`src/rtl/bctm_pkg.sv`:
```
package bctm_pkg;
   // How clocks of an open cycle are counted.
   typedef enum logic {
      CNT_ALL_ACTIVE = 1'b0,   // every clock of an open cycle counts
      CNT_WAIT_ONLY  = 1'b1    // only clocks with the wait line held count
   } cnt_mode_e;

   function automatic int unsigned count_width(input int unsigned limit);
      return $clog2(limit + 2);
   endfunction
endpackage

```
`src/rtl/bctm_cycle_timer.sv`:
```
module bctm_cycle_timer
   import bctm_pkg::*;
#(
   parameter int unsigned LIMIT = 64,
   parameter cnt_mode_e   MODE  = CNT_ALL_ACTIVE,
   parameter int unsigned CNT_W = count_width(LIMIT)
) (
   input  logic             clk,
   input  logic             rst_n,
   input  logic             cyc_active,
   input  logic             wait_n,
   output logic [CNT_W-1:0] count,
   output logic             expire
);
   localparam logic [CNT_W-1:0] LIM_C = CNT_W'(LIMIT);
   localparam logic [CNT_W-1:0] SAT_C = CNT_W'(LIMIT + 1);

   logic advance;

   generate
      if (MODE == CNT_WAIT_ONLY) begin : g_wait_only
         assign advance = ~wait_n;
      end else begin : g_all_active
         assign advance = 1'b1;
      end
   endgenerate

   // Crossing the limit counts only while the device still stretches the cycle.
   assign expire = cyc_active & ~wait_n & (count == LIM_C);

   always_ff @(posedge clk) begin
      if (!rst_n) begin
         count <= '0;
      end else if (!cyc_active) begin
         count <= '0;
      end else if (count == SAT_C) begin
         count <= count;
      end else if (expire) begin
         count <= SAT_C;
      end else if (advance) begin
         count <= count + 1'b1;
      end
   end

   assert_idle_zero_R2: assert property (@(posedge clk) disable iff (!rst_n)
      !cyc_active |=> (count == '0));

   assert_count_bound_R2: assert property (@(posedge clk) disable iff (!rst_n)
      count <= SAT_C);

   assert_single_expire_R5: assert property (@(posedge clk) disable iff (!rst_n)
      expire |=> !expire);
endmodule

```
`src/rtl/bctm_sticky_w1c.sv`:
```
module bctm_sticky_w1c (
   input  logic clk,
   input  logic rst_n,
   input  logic hw_set,
   input  logic sw_wr,
   input  logic sw_data,
   output logic flag
);
   logic sw_clear;
   assign sw_clear = sw_wr & sw_data;

   always_ff @(posedge clk) begin
      if (!rst_n)       flag <= 1'b0;
      else if (hw_set)  flag <= 1'b1;
      else if (sw_clear) flag <= 1'b0;
   end

   assert_set_wins_R8: assert property (@(posedge clk) disable iff (!rst_n)
      hw_set |=> flag);

   assert_w1c_R6: assert property (@(posedge clk) disable iff (!rst_n)
      (flag && sw_wr && sw_data && !hw_set) |=> !flag);

   assert_zero_write_R7: assert property (@(posedge clk) disable iff (!rst_n)
      (flag && !(sw_wr && sw_data)) |=> flag);
endmodule

```
`src/rtl/bus_cycle_watchdog.sv`:
```
module bus_cycle_watchdog
   import bctm_pkg::*;
#(
   parameter int unsigned LIMIT = 64,
   parameter cnt_mode_e   MODE  = CNT_ALL_ACTIVE,
   localparam int unsigned CNT_W = count_width(LIMIT)
) (
   input  logic             clk,
   input  logic             rst_n,
   input  logic             cyc_active,
   input  logic             wait_n,
   input  logic             host_wr,
   input  logic             host_wdata,
   output logic             timeout_flag,
   output logic             abort,
   output logic [CNT_W-1:0] elapsed
);
   generate
      if (LIMIT < 1) begin : g_bad_limit
         $error("LIMIT must be at least 1");
      end
   endgenerate

   logic expire;

   bctm_cycle_timer #(
      .LIMIT (LIMIT),
      .MODE  (MODE),
      .CNT_W (CNT_W)
   ) u_timer (
      .clk        (clk),
      .rst_n      (rst_n),
      .cyc_active (cyc_active),
      .wait_n     (wait_n),
      .count      (elapsed),
      .expire     (expire)
   );

   bctm_sticky_w1c u_flag (
      .clk     (clk),
      .rst_n   (rst_n),
      .hw_set  (expire),
      .sw_wr   (host_wr),
      .sw_data (host_wdata),
      .flag    (timeout_flag)
   );

   always_ff @(posedge clk) begin
      if (!rst_n) abort <= 1'b0;
      else        abort <= expire;
   end

   assert_abort_pulse_R5: assert property (@(posedge clk) disable iff (!rst_n)
      abort |=> !abort);

   assert_abort_with_flag_R3: assert property (@(posedge clk) disable iff (!rst_n)
      abort |-> timeout_flag);

   assert_abort_idle_count_R9: assert property (@(posedge clk) disable iff (!rst_n)
      $rose(abort) |-> (elapsed == CNT_W'(LIMIT + 1)) || !$past(cyc_active));
endmodule

```
`config.mk`:
```
export PLATFORM = sky130hd
export DESIGN_NAME = bus_cycle_watchdog
export DESIGN_NICKNAME = d
export VERILOG_FILES = /design/src/rtl/bctm_pkg.sv /design/src/rtl/bctm_cycle_timer.sv /design/src/rtl/bctm_sticky_w1c.sv /design/src/rtl/bus_cycle_watchdog.sv
export SDC_FILE = /design/constraint.sdc
export NUM_CORES = 1
export LEC_CHECK = 0
export ABC_AREA = 1
export BUFFER_PORTS_ARGS = -buffer_cell sky130_fd_sc_hd__buf_2
export CAP_MARGIN = 30
export CORE_AREA = 2 2 39 41
export DETAILED_ROUTE_END_ITERATION = 12
export DIE_AREA = 0 0 41 43
export HOLD_SLACK_MARGIN = 0.15
export PLACE_DENSITY_LB_ADDON = 0.12
export SYNTH_ARGS = -nofsm -noshare
export SYNTH_HDL_FRONTEND = slang
export SYNTH_SLANG_ARGS = --single-unit
```
`constraint.sdc`:
```
create_clock -name clk -period 3.7 [get_ports clk]
set_clock_uncertainty 0.1 [all_clocks]
set_input_delay 0.74 -clock clk [delete_from_list [all_inputs] [get_ports clk]]
set_output_delay 0.74 -clock clk [all_outputs]
set_load 0.02 [all_outputs]
```
==> flow_summary.toml <==
[synth]
synthCells = 66
synth_most_common_cell = "nand2_1"
yosys.area.top_type = "dfxtp_1"
async_reset_ff_share_pct = 0
synth_top_area_share_pct = 38.4
seq_area_frac_synth_pct = 38.4
syn-cell-area_um2 = 469
syn-num-nets = 75
synth_common_cells = "nand2_1 (15), nor2_1 (10), dfxtp_1 (9), inv_1 (9), nand3_1 (5)"
ys_top_cells_by_area = "dfxtp_1 (38%), nand2_1 (12%), ha_1 (8.0%), nor2_1 (8.0%), inv_1 (7.2%)"
synth-main-ff-cell = "dfxtp_1"
ys_types = 15
synth_seq_cells = 9
syn_area_per_cell_um2 = 7.11
yosysWarnings = 0
synth_edf_count = 0

[global_route]
grt_overflow = 0
antenna_found_initial = 0
grt_pass1_wl_mm = 1.44
grt_max_degree = 8
grt_pass1_vias = 346
grt_usage_pct = 12.3

[routing]
drt_iter0_drc = 9
ant_nets = 0
avgViaCountPerCell = 4.40
firstDrtPassIters = 5
vias = 440
drt-total-wl_um = 860
route.detailed.drc = 0
wire_per_inst_um = 8.60

[power_and_ir_drop]
p_leak_uw = 0.000286
fin_total_pwr_uw = 187
power.density_nw_per_um2 = 320
vdd_drop_max_uv = 155

[critical_path]
path_max_fanout = 6
cp.required_ns = 2.86
reg2regPathDepth = 8
r2r-end = "u_timer.count[0]$_SDFFE_PN0P_"
critPathBufInv = 1
rrSetupSlack_ns = 2.36
cp_slowest_stage_delay_ns = 0.45
reg2reg_from = "u_timer.count[0]$_SDFFE_PN0P_"
worstPathArrival_ns = 0.92
cp.depth = 1
cp_slowest_cell = "dfxtp_1"
startpoint_type = "flop"
cp_cell_sequence = "buf_2"
critPathKind = "reg2out"
critPathTopFamily = "flip-flops"
cp-end-kind = "output pin"

[timing]
fin_crit_sh_pct = 47.6
slew_headroom_pct = 83.8
final.setup.tns_ns = 0
finalCriticalPeriod_ns = 1.76
setup_ws_ns = 1.94
setup_viol = 0
drv_slew = 0
tightest_slew_ns = 0.243
hold_violations = 0
hold_slack_ns = 0.357
timing.fmax_mhz = 568
grt_setup_unrepaired = "no"

[worst_hold_path]
hold_start = "u_flag.flag$_SDFFE_PN0P_"
hold_depth = 2
min_to = "u_flag.flag$_SDFFE_PN0P_"
hold_path.class = "reg2reg"

[floorplanning]
die_w_um = 41
rows = 14
initial_core_util_pct = 33.9
io-pin-count = 15
dieHeight_um = 43
core_um2 = 1380
dieArea_um2 = 1760

[finish]
nFillCells = 165
design_area_um2 = 586
drive_gt1_share_pct = 28.6
areaGrowthSynthToFinish_pct = 24.8
nets = 94
diodes = 0

[clock_tree]
post_cts_buffers = 0
cts_buffers = 3
clockRootBuffer = "clkbuf_4"
cts.htree.levels = 1
cts_max_path_buffers = 2
insertion_delay_ns = 0.25
ctsHoldBuffers = 0
cts_tree = "yes"
clock_sink_count = 9
post_cts_resize_count = 0
path_clk_slew_ns = 0.06

[placed_design]
placed_cell_area_um2 = 559
gp_congestion = 0.769
dp_hpwl_um = 694
pre_cts_slack_ns = 2.21
portBuffers = 14

[status]
status = "completed"

[flow_run]
cap_violations = 0
-- area by class of cell --
cell class,instances,area [um2],share of cell area (%)
inverters,11,41.3,7.05
multi-input cells,46,248,42.3
flip-flops and latches,9,180,30.8
clock buffers,4,26.3,4.49
well taps,16,20.0,3.42
repair buffers,14,70.1,12.0
-- state kept, by name (all words and copies together) (netlist names) --
register	count
abort	1
u_timer.count	7
u_flag.flag	1
-- placed cells by master (no fill, tap or decap), drive strengths merged --
cell type and instances:
o21ai 1, ha 3, clkbuf 4, nor2 12, dfxtp 9, nand3 7
buf 14, xnor2 2, xor2 1, a21oi 3, nand4 1, nand2 16
inv 11
-- report_power, final --
group	total, uW	internal [uW]	switching, uW
Clock	73.3	41.4	31.9
Sequential	99.8	98.0	1.78
Combinational	14.2	6.11	8.08
-- metal layers --
layer  share of wire (%)  routed length (um)  vias to the layer above  GRT usage (%)
met2                  45                 391                       11           15.0
met3                 6.9                  59                        2           3.14
met1                  46                 396                      187           17.3
met4                 1.4                  12                        0           10.0
met5                   0                   0                        -              0
li1                    -                   -                      240              -
-- cell families after synthesis --
family / share of synthesized area, %
DFF: 38.4
buffers and inverters: 8.80
adders and majority gates: 8.00
and+or+nand+nor: 34.9
AOI/OAI and AO/OA: 4.26
xor gates and xnor gates: 5.60
-- through the flow --
stage	cells	utilization [%]
global route	100	42.3
floorplan	66	-
global placement	96	40.4
CTS	100	42.3
detailed placement	96	40.4
finish	100	42.3
-- worst max path at each step --
| stage | start | end | slack, ns |
|---|---|---|---|
| after floorplan | u_timer.count[0]$_SDFFE_PN0P_ | u_timer.count[0]$_SDFFE_PN0P_ | 2.34 |
| after global placement | u_timer.count[2]$_SDFFE_PN0P_ | elapsed[2] | 2.19 |
| after detailed placement | wait_n | u_timer.count[1]$_SDFFE_PN0P_ | 2.21 |
| after CTS | u_timer.count[2]$_SDFFE_PN0P_ | elapsed[2] | 1.93 |
| after global routing | u_timer.count[0]$_SDFFE_PN0P_ | elapsed[0] | 1.88 |
| final | u_timer.count[2]$_SDFFE_PN0P_ | elapsed[2] | 1.94 |
Power figures use the tool's default switching activity.
